===== config.mk =====
export PLATFORM = sky130hd
export DESIGN_NAME = multimode_timer
export DESIGN_NICKNAME = d
export VERILOG_FILES = /design/src/rtl/tmr_pkg.sv /design/src/rtl/tmr_prescale.sv /design/src/rtl/tmr_engine.sv /design/src/rtl/tmr_regfile.sv /design/src/rtl/multimode_timer.sv
export SDC_FILE = /design/constraint.sdc
export NUM_CORES = 1
export LEC_CHECK = 0
export BUFFER_PORTS_ARGS = -buffer_cell sky130_fd_sc_hd__buf_2
export CAP_MARGIN = 20
export CORE_MARGIN = 8
export CORE_UTILIZATION = 45
export DETAILED_ROUTE_END_ITERATION = 8
export PLACE_DENSITY = 0.64
export SYNTH_ARGS = -nofsm -noshare
export SYNTH_HDL_FRONTEND = slang
export SYNTH_SLANG_ARGS = --single-unit
export TNS_END_PERCENT = 20

===== constraint.sdc =====
create_clock -name clk -period 6.05 [get_ports clk]
set_input_delay 0.605 -clock clk [delete_from_list [all_inputs] [get_ports clk]]
set_output_delay 0.605 -clock clk [all_outputs]
set_load 0.05 [all_outputs]

===== src/rtl/tmr_pkg.sv =====
package tmr_pkg;

    localparam int DIV_W   = 3;
    localparam int PRE_W   = (1 << DIV_W) + 1;
    localparam int NUM_EVT = 4;

    localparam int EVT_IV = 0;
    localparam int EVT_PA = 1;
    localparam int EVT_PB = 2;
    localparam int EVT_WD = 3;

    localparam logic [7:0] OFS_CTRL = 8'h00;
    localparam logic [7:0] OFS_STAT = 8'h04;
    localparam logic [7:0] OFS_CMPA = 8'h08;
    localparam logic [7:0] OFS_CMPB = 8'h0C;
    localparam logic [7:0] OFS_IVAL = 8'h10;
    localparam logic [7:0] OFS_DIV  = 8'h20;
    localparam logic [7:0] OFS_PULS = 8'h30;
    localparam logic [7:0] OFS_WDOG = 8'h40;
    localparam logic [7:0] OFS_CNT  = 8'hF0;

    typedef enum logic [1:0] {
        MODE_INTERVAL = 2'd0,
        MODE_PULSE    = 2'd1,
        MODE_WDOG     = 2'd2,
        MODE_OFF      = 2'd3
    } tmr_mode_e;

    typedef struct packed {
        logic      run;
        logic      div_en;
        logic      clr_en;
        logic      ext_sel;
        tmr_mode_e mode;
    } tmr_ctrl_t;

    typedef struct packed {
        tmr_ctrl_t              ctrl;
        logic [DIV_W-1:0]       div_sel;
        logic                   iv_ie;
        logic                   iv_zc;
        logic                   pb_ie;
        logic                   pa_ie;
        logic                   ffi;
        logic                   wd_ie;
        logic                   wd_dis;
    } tmr_cfg_t;

    function automatic tmr_ctrl_t ctrl_from_byte(input logic [7:0] b);
        tmr_ctrl_t c;
        c.run     = b[7];
        c.div_en  = b[6];
        c.clr_en  = b[5];
        c.ext_sel = b[2];
        c.mode    = tmr_mode_e'(b[1:0]);
        return c;
    endfunction

    function automatic logic [7:0] ctrl_to_byte(input tmr_ctrl_t c);
        return {c.run, c.div_en, c.clr_en, 2'b00, c.ext_sel, c.mode};
    endfunction

    // Last prescaler count before a tick: 2^(1+sel) - 1
    function automatic logic [PRE_W-1:0] pre_limit(input logic [DIV_W-1:0] sel);
        logic [DIV_W:0] sh;
        sh = {1'b0, sel} + 1'b1;
        return (PRE_W'(1) << sh) - PRE_W'(1);
    endfunction

endpackage


===== src/rtl/tmr_prescale.sv =====
module tmr_prescale
    import tmr_pkg::*;
(
    input  logic             clk,
    input  logic             rst,
    input  logic             div_en_i,
    input  logic             ext_sel_i,
    input  logic [DIV_W-1:0] div_sel_i,
    input  logic             ext_tick_i,
    output logic             tick_o
);

    localparam int SET_W = DIV_W + 2;

    logic [PRE_W-1:0] pre_q;
    logic [SET_W-1:0] set_q;
    logic [SET_W-1:0] settings;
    logic             changed;
    logic             at_limit;

    assign settings = {div_en_i, ext_sel_i, div_sel_i};
    assign changed  = (settings != set_q);
    assign at_limit = (pre_q == pre_limit(div_sel_i));

    always_ff @(posedge clk) begin
        if (rst) begin
            pre_q <= '0;
            set_q <= '0;
        end else begin
            set_q <= settings;
            if (changed || at_limit)
                pre_q <= '0;
            else
                pre_q <= pre_q + 1'b1;
        end
    end

    always_comb begin
        if (ext_sel_i)
            tick_o = ext_tick_i;
        else if (div_en_i)
            tick_o = at_limit && !changed;
        else
            tick_o = 1'b1;
    end

    // A divided tick is never followed by another within one clock
    AST_DIV_SPACING: assert property (@(posedge clk) disable iff (rst)
        (div_en_i && !ext_sel_i && tick_o) |=> !tick_o);

endmodule


===== src/rtl/tmr_engine.sv =====
module tmr_engine
    import tmr_pkg::*;
#(
    parameter int CNT_W = 24
)(
    input  logic               clk,
    input  logic               rst,
    input  logic               tick_i,
    input  logic               run_i,
    input  tmr_mode_e          mode_i,
    input  logic               iv_zc_i,
    input  logic               wd_dis_i,
    input  logic               ffi_i,
    input  logic [CNT_W-1:0]   cmp_a_i,
    input  logic [CNT_W-1:0]   cmp_b_i,
    input  logic               cnt_clr_i,
    output logic [CNT_W-1:0]   cnt_o,
    output logic [NUM_EVT-1:0] evt_o,
    output logic               ff_o
);

    logic [CNT_W-1:0] cnt_q, cnt_n, nxt;
    logic             ff_q, ff_n;
    logic             adv;

    always_comb begin
        nxt = cnt_q + 1'b1;
        unique case (mode_i)
            MODE_INTERVAL: adv = tick_i && run_i && (cnt_q != cmp_a_i);
            MODE_PULSE:    adv = tick_i && run_i;
            MODE_WDOG:     adv = tick_i && (run_i || !wd_dis_i);
            default:       adv = 1'b0;
        endcase

        cnt_n = cnt_q;
        ff_n  = ff_q;
        evt_o = '0;
        if (adv) begin
            cnt_n = nxt;
            unique case (mode_i)
                MODE_INTERVAL: begin
                    if (nxt == cmp_a_i) begin
                        evt_o[EVT_IV] = 1'b1;
                        if (iv_zc_i) cnt_n = '0;
                    end
                end
                MODE_PULSE: begin
                    if (nxt == cmp_a_i) begin
                        evt_o[EVT_PA] = 1'b1;
                        ff_n = ~ff_q;
                    end else if (nxt == cmp_b_i) begin
                        evt_o[EVT_PB] = 1'b1;
                        ff_n  = ~ff_q;
                        cnt_n = '0;
                    end
                end
                MODE_WDOG: begin
                    if (nxt == cmp_a_i) begin
                        evt_o[EVT_WD] = 1'b1;
                        cnt_n = '0;
                    end
                end
                default: ;
            endcase
        end
        if (cnt_clr_i) cnt_n = '0;
    end

    always_ff @(posedge clk) begin
        if (rst) begin
            cnt_q <= '0;
            ff_q  <= ffi_i;
        end else begin
            cnt_q <= cnt_n;
            ff_q  <= ff_n;
        end
    end

    assign cnt_o = cnt_q;
    assign ff_o  = ff_q;

    AST_OFF_HOLD: assert property (@(posedge clk) disable iff (rst)
        (mode_i == MODE_OFF && !cnt_clr_i) |=> $stable(cnt_q));

    AST_IV_HOLD: assert property (@(posedge clk) disable iff (rst)
        (mode_i == MODE_INTERVAL && cnt_q == cmp_a_i && !cnt_clr_i) |=> $stable(cnt_q));

    AST_WD_HOLD: assert property (@(posedge clk) disable iff (rst)
        (mode_i == MODE_WDOG && !run_i && wd_dis_i && !cnt_clr_i) |=> $stable(cnt_q));

    AST_CTRL_CLEAR: assert property (@(posedge clk) disable iff (rst)
        cnt_clr_i |=> (cnt_q == '0));

    AST_FF_ON_TICK: assert property (@(posedge clk) disable iff (rst)
        !tick_i |=> $stable(ff_q));

endmodule


===== src/rtl/tmr_regfile.sv =====
module tmr_regfile
    import tmr_pkg::*;
#(
    parameter int CNT_W  = 24,
    parameter int ADDR_W = 8
)(
    input  logic               clk,
    input  logic               rst,
    input  logic [ADDR_W-1:0]  bus_addr,
    input  logic [31:0]        bus_wdata,
    input  logic [3:0]         bus_be,
    input  logic               bus_wr,
    input  logic               bus_rd,
    output logic [31:0]        bus_rdata,
    input  logic [CNT_W-1:0]   cnt_i,
    input  logic [NUM_EVT-1:0] evt_i,
    output tmr_cfg_t           cfg_o,
    output logic [CNT_W-1:0]   cmp_a_o,
    output logic [CNT_W-1:0]   cmp_b_o,
    output logic               cnt_clr_o,
    output logic               irq_o
);

    tmr_cfg_t           cfg_q;
    logic [CNT_W-1:0]   cmp_a_q, cmp_b_q;
    logic [NUM_EVT-1:0] stat_q;
    logic               irq_q;
    logic [ADDR_W-1:0]  word;
    logic               sel_ctrl, sel_stat, sel_cmpa, sel_cmpb;
    logic               sel_ival, sel_div, sel_puls, sel_wdog;
    logic               stat_clr;
    logic [NUM_EVT-1:0] ie_mask;
    logic [31:0]        rd_mux;
    logic               wdata_unused;

    assign word     = {bus_addr[ADDR_W-1:2], 2'b00};
    assign sel_ctrl = (word == ADDR_W'(OFS_CTRL));
    assign sel_stat = (word == ADDR_W'(OFS_STAT));
    assign sel_cmpa = (word == ADDR_W'(OFS_CMPA));
    assign sel_cmpb = (word == ADDR_W'(OFS_CMPB));
    assign sel_ival = (word == ADDR_W'(OFS_IVAL));
    assign sel_div  = (word == ADDR_W'(OFS_DIV));
    assign sel_puls = (word == ADDR_W'(OFS_PULS));
    assign sel_wdog = (word == ADDR_W'(OFS_WDOG));

    assign stat_clr  = bus_wr && sel_stat && bus_be[0];
    assign cnt_clr_o = bus_wr && sel_ctrl && bus_be[0] && !bus_wdata[7] && bus_wdata[5];
    assign wdata_unused = ^bus_wdata[31:24];

    always_comb begin
        ie_mask         = '0;
        ie_mask[EVT_IV] = cfg_q.iv_ie;
        ie_mask[EVT_PA] = cfg_q.pa_ie;
        ie_mask[EVT_PB] = cfg_q.pb_ie;
        ie_mask[EVT_WD] = cfg_q.wd_ie;
    end

    // Merge byte lanes 0..2 of a compare word into the held value
    function automatic logic [CNT_W-1:0] merge_cmp(input logic [CNT_W-1:0] old,
                                                   input logic [31:0] wd,
                                                   input logic [3:0] be);
        logic [31:0] m;
        m = 32'(old);
        for (int b = 0; b < 3; b++)
            if (be[b]) m[8*b +: 8] = wd[8*b +: 8];
        return m[CNT_W-1:0];
    endfunction

    always_ff @(posedge clk) begin
        if (rst) begin
            cfg_q   <= '0;
            cmp_a_q <= '1;
            cmp_b_q <= '1;
            stat_q  <= '0;
            irq_q   <= 1'b0;
        end else begin
            if (bus_wr) begin
                if (sel_ctrl && bus_be[0]) cfg_q.ctrl <= ctrl_from_byte(bus_wdata[7:0]);
                if (sel_cmpa) cmp_a_q <= merge_cmp(cmp_a_q, bus_wdata, bus_be);
                if (sel_cmpb) cmp_b_q <= merge_cmp(cmp_b_q, bus_wdata, bus_be);
                if (sel_ival && bus_be[1]) cfg_q.iv_ie  <= bus_wdata[15];
                if (sel_ival && bus_be[0]) cfg_q.iv_zc  <= bus_wdata[0];
                if (sel_div  && bus_be[0]) cfg_q.div_sel <= bus_wdata[DIV_W-1:0];
                if (sel_puls && bus_be[1]) begin
                    cfg_q.pb_ie <= bus_wdata[15];
                    cfg_q.pa_ie <= bus_wdata[14];
                end
                if (sel_puls && bus_be[0]) cfg_q.ffi    <= bus_wdata[0];
                if (sel_wdog && bus_be[1]) cfg_q.wd_ie  <= bus_wdata[15];
                if (sel_wdog && bus_be[0]) cfg_q.wd_dis <= bus_wdata[7];
            end
            stat_q <= (stat_clr ? '0 : stat_q) | evt_i;
            irq_q  <= (stat_clr ? 1'b0 : irq_q) | (|(evt_i & ie_mask));
        end
    end

    always_comb begin
        rd_mux = '0;
        unique case (1'b1)
            sel_ctrl: rd_mux = {24'h0, ctrl_to_byte(cfg_q.ctrl)};
            sel_stat: rd_mux = 32'(stat_q);
            sel_cmpa: rd_mux = 32'(cmp_a_q);
            sel_cmpb: rd_mux = 32'(cmp_b_q);
            sel_ival: rd_mux = {16'h0, cfg_q.iv_ie, 14'h0, cfg_q.iv_zc};
            sel_div:  rd_mux = 32'(cfg_q.div_sel);
            sel_puls: rd_mux = {16'h0, cfg_q.pb_ie, cfg_q.pa_ie, 13'h0, cfg_q.ffi};
            sel_wdog: rd_mux = {16'h0, cfg_q.wd_ie, 7'h0, cfg_q.wd_dis, 7'h0};
            default:  rd_mux = (word == ADDR_W'(OFS_CNT)) ? 32'(cnt_i) : 32'h0;
        endcase
    end

    always_ff @(posedge clk) begin
        if (rst) bus_rdata <= '0;
        else     bus_rdata <= bus_rd ? rd_mux : 32'h0;
    end

    assign cfg_o   = cfg_q;
    assign cmp_a_o = cmp_a_q;
    assign cmp_b_o = cmp_b_q;
    assign irq_o   = irq_q;

    AST_STAT_CLEAR: assert property (@(posedge clk) disable iff (rst)
        (stat_clr && evt_i == '0) |=> (stat_q == '0 && !irq_q));

    AST_IRQ_HAS_STATUS: assert property (@(posedge clk) disable iff (rst)
        irq_q |-> (stat_q != '0));

    AST_EVT_ONEHOT: assert property (@(posedge clk) disable iff (rst)
        $onehot0(evt_i));

endmodule


===== src/rtl/multimode_timer.sv =====
module multimode_timer
    import tmr_pkg::*;
#(
    parameter int CNT_W  = 24,
    parameter int ADDR_W = 8
)(
    input  logic              clk,
    input  logic              rst,
    input  logic [ADDR_W-1:0] bus_addr,
    input  logic [31:0]       bus_wdata,
    input  logic [3:0]        bus_be,
    input  logic              bus_wr,
    input  logic              bus_rd,
    output logic [31:0]       bus_rdata,
    input  logic              ext_tick,
    output logic              irq,
    output logic              ff_out
);

    tmr_cfg_t           cfg;
    logic [CNT_W-1:0]   cmp_a, cmp_b, cnt;
    logic [NUM_EVT-1:0] evt;
    logic               cnt_clr;
    logic               tick;
    logic               cfg_unused;

    assign cfg_unused = cfg.ctrl.clr_en ^ cfg.iv_ie ^ cfg.pa_ie ^ cfg.pb_ie ^ cfg.wd_ie;

    tmr_regfile #(.CNT_W(CNT_W), .ADDR_W(ADDR_W)) u_regs (
        .clk(clk), .rst(rst),
        .bus_addr(bus_addr), .bus_wdata(bus_wdata), .bus_be(bus_be),
        .bus_wr(bus_wr), .bus_rd(bus_rd), .bus_rdata(bus_rdata),
        .cnt_i(cnt), .evt_i(evt),
        .cfg_o(cfg), .cmp_a_o(cmp_a), .cmp_b_o(cmp_b),
        .cnt_clr_o(cnt_clr), .irq_o(irq)
    );

    tmr_prescale u_pre (
        .clk(clk), .rst(rst),
        .div_en_i(cfg.ctrl.div_en), .ext_sel_i(cfg.ctrl.ext_sel),
        .div_sel_i(cfg.div_sel), .ext_tick_i(ext_tick), .tick_o(tick)
    );

    tmr_engine #(.CNT_W(CNT_W)) u_eng (
        .clk(clk), .rst(rst), .tick_i(tick),
        .run_i(cfg.ctrl.run), .mode_i(cfg.ctrl.mode),
        .iv_zc_i(cfg.iv_zc), .wd_dis_i(cfg.wd_dis), .ffi_i(cfg.ffi),
        .cmp_a_i(cmp_a), .cmp_b_i(cmp_b), .cnt_clr_i(cnt_clr),
        .cnt_o(cnt), .evt_o(evt), .ff_o(ff_out)
    );

endmodule


==> out/summary.md, run 1 <==
The flow ran to the end, and the final reports show no timing, DRC or antenna violations. For the number of global-route vias before repair, the log shows 6,851. In this run the cell area of the synthesized design comes to 0.007991 sq mm. The total via count in the routed design is 7,448, and the number of top-level pins is 83. For the sequential-to-total area share from yosys stat, the log shows 0.3319.

TritonCTS built the clock tree. The worst register-to-register path ends at u_eng.cnt_o[17]. Buffers inserted during clock tree synthesis total 17. For the worst setup path, the data arrival time is 4.86 ns. The logic depth of the worst register-to-register path was 10; the first-pass GRT wire length was 39.45 mm. For this run, the detailed router's first-pass iteration total came to 6.

Among all flip-flop cells after synthesis, the most frequent one is sky130_fd_sc_hd__dfxtp_1. The tools report the hold-critical path endpoint as u_regs.cmp_a_o[16]. Setup repair after global routing left no endpoint under its margin. The number of enable-type register cells in the synthesized netlist is 1, and the smallest setup slack after layout is 1.544 ns. The clock latency on the worst-skew pair came out at 0.43 ns. Across all register-to-register paths, the minimum setup slack is 1.54 ns. The clock tree synthesis step divided the H-tree into 4 levels. Synthesis inferred 132 register bits. The post-cts repair resize count was 0. Summed over all cells, the static leakage comes to 3.181 nW. The detail route stage leaves a number of antenna-violating nets equal to 0.

Path type of the worst min-delay path: in -> reg. The count of yosys warnings during synthesis is 0. No sink is reached through more buffers than the 2 on the longest clock path. In the routed design, unresolved DRC markers number 0. Across the VDD grid, the largest voltage drop is 175.8 uV. Power density over cell area: 257.2 mW/mm^2.

The tree is rooted in a sky130_fd_sc_hd__clkbuf_16. Max-cap violations in this run came to 0. The starting utilization of the core area was 0.4604; the count of pins over their slew limit was 0.

The detailed router finished its first iteration with 868 violations. The share of cells above drive strength 1 works out to 0.1434. Final worst-path cycle share: 0.7449. The critical path is of the reg -> reg type. The synthesized netlist contains 84 unique library cells. The peak fanout along the critical path was 22; the count of nets after finishing was 1,043. For the die footprint, the log shows 0.02228 sq mm. After clock tree synthesis, the clock-pin slew on the worst setup and hold paths is 0.06 ns.

The run gives 0 as the final hold violation count. In this run the post-CTS setup repair buffer count came out at 0. The worst hold path passes through 2 cells.

In the routed layout, each cell is associated on average with a via count of 6.055. The worst setup path is launched from a flop. The number of hold buffers added after cts is 0. In the final routed layout, each cell accounts on average for 20.25 um. Data on the critical path is required at its endpoint by 6.40 ns. Adding up every negative setup slack in the final design gives 0 ns. The HPWL reported at the end of detailed placement is 18.04 mm.

Leaving out fill and tap cells, the most frequent cell in the layout is sky130_fd_sc_hd__dfxtp_1. The normalized max-slew margin was 0.2806; the count of standard-cell rows was 48. The top cell types in the final layout, fill and taps aside, are sky130_fd_sc_hd__dfxtp_1 (131), sky130_fd_sc_hd__nor2_1 (94), sky130_fd_sc_hd__nand2_1 (87). For the pin with the worst max-slew slack, the measured transition is 1.075 ns.

The startpoint of the most critical register-to-register path was u_eng.cnt_o[0]. The run gives 0.01184 ns as the clock tree skew after final layout. The number of antenna violations at the first check in global routing came out at 0. The overall fraction of global-route tracks in use is 0.2268, and the overall overflow remaining after global route is 0.

The cell count after synthesis came out at 977. The count of buffers added on input and output ports is 63. Timing analysis after detailed placement gives a worst setup slack of 1.581 ns.

Based on the critical path, the design can be clocked at up to 221.9 MHz. From left edge to right edge, the die measures 149.3 um. The startpoint identified for the worst hold timing path is bus_wdata[16]. After filler insertion, the fill cell instance count of the layout stands at 1,646. Entering global routing, the biggest net connects 79 pins. Across all hold checks on the routed design, the worst slack comes to 0.3930 ns. The share of async-settable or async-resettable flops after synthesis is 0, and the core outline area is 0.01736 sq mm. For this block, the routed nets add up to 24.90 mm of wire. The final count of negative-setup-slack endpoints is 0. The height of the die works out to 149.3 um. Averaged over all synthesized cells, the footprint is 8.180 sq um. The time the worst path needs with I/O delays and setup is 4.506 ns. Routability-driven placement finished with a final weighted congestion of 0.9383. The layout overhead on the synthesized area was 12.12%. STA classifies the critical path endpoint as a flop. Counting every sink on the clock net gives 132.
==> kinds of logic after synthesis <==
logic type	Yosys count	synth area share
xor gates and xnor gates	78	0.08643
and+or+nand+nor	426	0.2837
buffers and inverters	99	0.05746
adders and majority gates	3	0.004698
other	2	0.0009398
AOI/OAI and AO/OA	192	0.1768
muxes	45	0.05809
DFF	132	0.3319
==> where the power goes <==
group / internal, mW / switching, mW / leakage [nW]
clock: 0.703 / 0.444 / 0.314
sequential: 0.891 / 0.0644 / 1.07
combinational: 0.0740 / 0.129 / 1.80
total: 1.67 / 0.637 / 3.18
==> layer usage <==
| layer | vias to the layer above | track usage | part of all wire |
|---|---|---|---|
| met3 | 46 | 0.04339 | 0.075 |
| met4 | 0 | 0.08733 | 0.025 |
| met2 | 367 | 0.3412 | 0.44 |
| met1 | 3497 | 0.3135 | 0.46 |
| li1 | 3538 | - | - |
| met5 | - | 0 | 0 |
==> sequential cells by signal (all words and copies together) (netlist names) <==
register and flops:
u_regs.cmp_a_o 24, u_regs.stat_q 4, u_regs.cmp_b_o 24, u_regs.bus_rdata 24, u_eng.cnt_o 24, u_regs.cfg_o 16, u_pre.set_q 5, u_regs.irq_o 1
u_pre.pre_q 9, u_eng.ff_o 1
==> final cells by class <==
class	instances	area, sq um	share of cell area
Sequential cell	132	2653	0.2960
Multi-Input combinational cell	753	4917	0.5488
Tap cell	225	281.5	0.03142
Clock buffer	17	425.4	0.04748
Antenna cell	1	2.502	0.0002793
Inverter	13	48.80	0.005446
Clock inverter	15	219.0	0.02444
Timing Repair Buffer	74	412.9	0.04608
==> synth_stat cells (7+ instances only) <==
cell	count	area, sq um
sky130_fd_sc_hd__dfxtp_1	131	2623
sky130_fd_sc_hd__nor2_1	95	356.6
sky130_fd_sc_hd__nand2_1	87	326.6
sky130_fd_sc_hd__nor2b_1	52	325.3
sky130_fd_sc_hd__clkbuf_1	44	165.2
sky130_fd_sc_hd__a211o_1	43	376.6
sky130_fd_sc_hd__nand3_1	43	215.2
sky130_fd_sc_hd__xor2_1	43	376.6
sky130_fd_sc_hd__a21oi_1	38	190.2
sky130_fd_sc_hd__mux2i_1	34	340.3
sky130_fd_sc_hd__xnor2_1	34	297.8
sky130_fd_sc_hd__o21ai_0	24	120.1
sky130_fd_sc_hd__buf_2	20	100.1
sky130_fd_sc_hd__nand4_1	20	125.1
sky130_fd_sc_hd__nor3_1	17	85.08
sky130_fd_sc_hd__or3_1	17	106.4
sky130_fd_sc_hd__nor4_1	16	100.1
sky130_fd_sc_hd__o211ai_1	14	105.1
sky130_fd_sc_hd__and3_1	12	75.07
sky130_fd_sc_hd__buf_4	12	90.09
sky130_fd_sc_hd__inv_1	12	45.04
sky130_fd_sc_hd__nand3b_1	12	90.09
sky130_fd_sc_hd__mux2_2	11	123.9
sky130_fd_sc_hd__a22oi_1	8	60.06
sky130_fd_sc_hd__a211oi_1	7	52.55
sky130_fd_sc_hd__a222oi_1	7	70.07
==> worst max-delay path: stages (launching register included) <==
cell and delay [ns]:
sky130_fd_sc_hd__dfxtp_1 0.53, sky130_fd_sc_hd__ha_1 0.38, sky130_fd_sc_hd__nand3_1 0.43, sky130_fd_sc_hd__nor4_4 0.69
sky130_fd_sc_hd__mux2_2 0.40, sky130_fd_sc_hd__mux2i_1 0.19, sky130_fd_sc_hd__o211ai_1 0.14, sky130_fd_sc_hd__o311ai_1 0.56
sky130_fd_sc_hd__o211ai_2 0.45, sky130_fd_sc_hd__or4_1 0.54, sky130_fd_sc_hd__o211ai_1 0.10
==> how the worst max path moves through the flow <==
stage,from,end,depth (start not counted)
2_1_floorplan,u_eng.cnt_o[1],u_eng.cnt_o[21],13
3_3_place_gp,u_eng.cnt_o[0],u_eng.cnt_o[8],10
3_5_place_dp,u_eng.cnt_o[0],u_eng.cnt_o[17],10
4_1_cts,u_eng.cnt_o[0],u_eng.cnt_o[17],10
5_1_grt,u_eng.cnt_o[0],u_eng.cnt_o[17],10
6_report,u_eng.cnt_o[0],u_eng.cnt_o[17],10
==> through the flow <==
step                  util  total power, mW  std cells  area [sq um]
floorplan                -            1.107        984          8018
global placement    0.4768            1.169       1194          8275
detailed placement  0.4777            1.171       1195          8290
CTS                 0.5148            2.306       1227          8935
global route        0.5161            2.377       1229          8957
finish              0.5162            2.305       1230          8960
Note: power is estimated with default switching activity, not from simulation.
==> run 2, diff against run 1 <==
--- a/config.mk
+++ b/config.mk
@@ -10,7 +10,7 @@
 export CORE_MARGIN = 8
 export CORE_UTILIZATION = 45
 export DETAILED_ROUTE_END_ITERATION = 8
-export PLACE_DENSITY = 0.64
+export PLACE_DENSITY = 0.66
 export SYNTH_ARGS = -nofsm -noshare
 export SYNTH_HDL_FRONTEND = slang
 export SYNTH_SLANG_ARGS = --single-unit
==> constraint.sdc (replaced) <==
create_clock -name clk -period 3.67 [get_ports clk]
set_input_delay 0.367 -clock clk [delete_from_list [all_inputs] [get_ports clk]]
set_output_delay 0.367 -clock clk [all_outputs]
set_load 0.05 [all_outputs]
==> out/summary.md, run 2 (synthesized netlist as in run 1, its figures left out) <==
The critical path data required time came out at 3.97 ns (-2.43 ns). The data arrival time of the critical path was 3.79 ns (-1.07 ns); the number of buffers between clock root and the deepest sink was 2 (unchanged). The clock latency on the worst-skew pair came out at 0.43 ns (about the same).

The count of nets after finishing was 1,093 (+4.8%); the leakage component of the power was 3.414 nW (+7.3%). The peak fanout along the critical path was 9 (-59%). The overall overflow remaining after global route was 0 (unchanged); the number of hold buffers added after cts was 0 (unchanged).

The final worst-path cycle share is 0.9504 (+0.2055). The number of design-rule violations left by the first detailed-router iteration was 838 (-3.5%). The run gives 7,477 (+0.39%) as the total via count in the routed design.

TritonCTS built the clock tree. The run gives 0.2423 ns (-1.338 ns) as the post-placement worst setup slack. The library cells used most frequently in the layout, excluding fill and tap cells, are sky130_fd_sc_hd__dfxtp_1 (131), sky130_fd_sc_hd__nor2_1 (95), sky130_fd_sc_hd__nand2_1 (87).

The number of buffers created by CTS was 17 (unchanged); the total number of clock tree sinks was 132 (unchanged). The number of antenna violations at the first check in global routing was 0 (unchanged); the summed area of non-filler cells in the final layout was 0.009273 sq mm (+3.5%). The number of top-level pins was 83 (unchanged).

Total power of the final layout: 3.613 mW (+57%). Setup repair after global routing left no endpoint under its margin. The power density over cell area was 389.7 mW/mm^2 (+51%). The tools report the largest net degree at the start of global routing as 33 (-58%). The worst setup path is captured at a flop. For the maximum clock frequency, the log shows 286.7 MHz (+29%).

The post-CTS clock slew at the launch and capture registers of the worst setup and hold paths was 0.06 ns (about the same). The tools report the final hold violation count as 0 (unchanged). Startpoint type of the worst setup path: a flop.

The worst hold path belongs to the class in -> reg. The clock tree skew after final layout is 0.01646 ns (+0.004619 ns), and the weighted congestion at the end of routability-driven global placement is 0.9445 (+0.66%). The smallest setup slack after layout is 0.1821 ns (-1.362 ns), and the count of input and output buffers is 63 (unchanged). Classification of the worst setup path: reg -> reg.

Relative to the synthesized area, the layout overhead comes to 16.03%. The worst ir drop on vdd is 295.9 uV (+68%), and the count of standard-cell rows is 48 (unchanged). The average vias per placed instance works out to 5.846 (-3.5%). The time the worst path needs with I/O delays and setup is 3.488 ns (-1.018 ns), and the worst-margin pin slew is 1.075 ns (+0.0003022 ns). The run gives 18.54 mm (+2.8%) as the HPWL reported at the end of detailed placement. The logs give 0 (unchanged) for the count of pins over their slew limit and 0 (unchanged) for the number of maximum-capacitance constraint violations.

The run gives 0.01736 sq mm (unchanged) as the core outline area. The most common library cell in the layout ignoring fill and taps is sky130_fd_sc_hd__dfxtp_1. The post-detailed-route wirelength per cell works out to 19.32 um (-4.6%). In this run the clock root is driven by a sky130_fd_sc_hd__clkbuf_16. The post-route DRC violation count was 0 (unchanged). The flow ran to the end, and the final reports show no timing, DRC or antenna violations. The count of non-filler cells in the finished layout was 1,279 (+4.0%); the buffer count from post-CTS setup fixing was 0 (unchanged). For the post-route core utilization, the log shows 0.5342 (+0.01802). The detailed-routing iteration count for the pre-antenna-repair pass was 5 (-1); the normalized max-slew margin was 0.2830 (+0.002447). The height of the die was 149.3 um (unchanged); the first-pass GRT wire length was 38.86 mm (-1.5%).

The number of instances in the placed design was 1,247 (+4.4%). The overall fraction of global-route tracks in use is 0.2222 (-0.004609), and the placed cell area is 0.008696 sq mm (+4.9%). The run gives 6,961 (+1.6%) as the number of global-route vias before repair. The die width is 149.3 um (unchanged), and the starting utilization of the core area is 0.4604 (unchanged). The die footprint was 0.02228 sq mm (unchanged); the share of cells above drive strength 1 was 0.1822 (+0.03874).

The final wirelength was 24.71 mm (-0.77%); the deepest level of the CTS H-tree was 4 (unchanged). The setup TNS is 0 ns (unchanged). Worst slack on hold paths: 0.1644 ns (-0.2286 ns). The final count of negative-setup-slack endpoints was 0 (unchanged). The final antenna diode count was 0 (-1); the number of fill cells in the layout was 1,639 (-0.43%).

The number of antenna-violating nets in the routed design is 0 (unchanged). For the post-cts repair resize count, the log shows 0 (unchanged).
## run 2: report_power, final
part / leakage, nW / switching (mW) / internal, mW
Combinational: 2.06 / 0.289 / 0.153
Sequential: 1.07 / 0.0426 / 1.47
Clock: 0.283 / 0.679 / 0.980
Total: 3.41 / 1.01 / 2.60
## run 2: path summary, 6_finish.rpt
| kind | from | endpoint | slack (ns) | cells past startpoint |
|---|---|---|---|---|
| max | u_eng.cnt_o[0] | u_eng.cnt_o[10] | 0.18 | 10 |
| min | bus_wdata[19] | u_regs.cmp_a_o[19] | 0.16 | 2 |
| max reg2reg | u_eng.cnt_o[0] | u_eng.cnt_o[10] | 0.18 | 10 |
| min reg2reg | u_regs.cfg_o[4] | u_regs.irq_o | 0.49 | 2 |
## run 2: final cells by class
type / instances / area (sq um) / share of cell area
multi-input combinational: 753 / 4915 / 0.5300
sequential: 132 / 2653 / 0.2861
timing repair buffer: 124 / 798.3 / 0.08609
clock buffer: 20 / 456.7 / 0.04925
tap: 225 / 281.5 / 0.03036
clock inverter: 12 / 120.1 / 0.01295
inverter: 13 / 48.80 / 0.005262
## run 2: layer usage
metal,vias up,global-route usage,part of all wire,wire length (um)
met5,-,0,0,0
met4,0,0.08178,0.025,620
met3,43,0.03762,0.072,1790
met2,311,0.3371,0.44,10960
met1,3500,0.3093,0.46,11340
li1,3623,-,-,-
## run 2: critical path, cell delays in order, from the launching register on
cell	delay, ns
sky130_fd_sc_hd__dfxtp_1	0.40
sky130_fd_sc_hd__ha_1	0.23
sky130_fd_sc_hd__nand3_1	0.24
sky130_fd_sc_hd__or4_1	0.72
sky130_fd_sc_hd__nor4_1	0.35
sky130_fd_sc_hd__o32ai_1	0.18
sky130_fd_sc_hd__nor4b_1	0.32
sky130_fd_sc_hd__o311ai_1	0.18
sky130_fd_sc_hd__or2_1	0.38
sky130_fd_sc_hd__a32oi_1	0.24
sky130_fd_sc_hd__o21ai_0	0.12
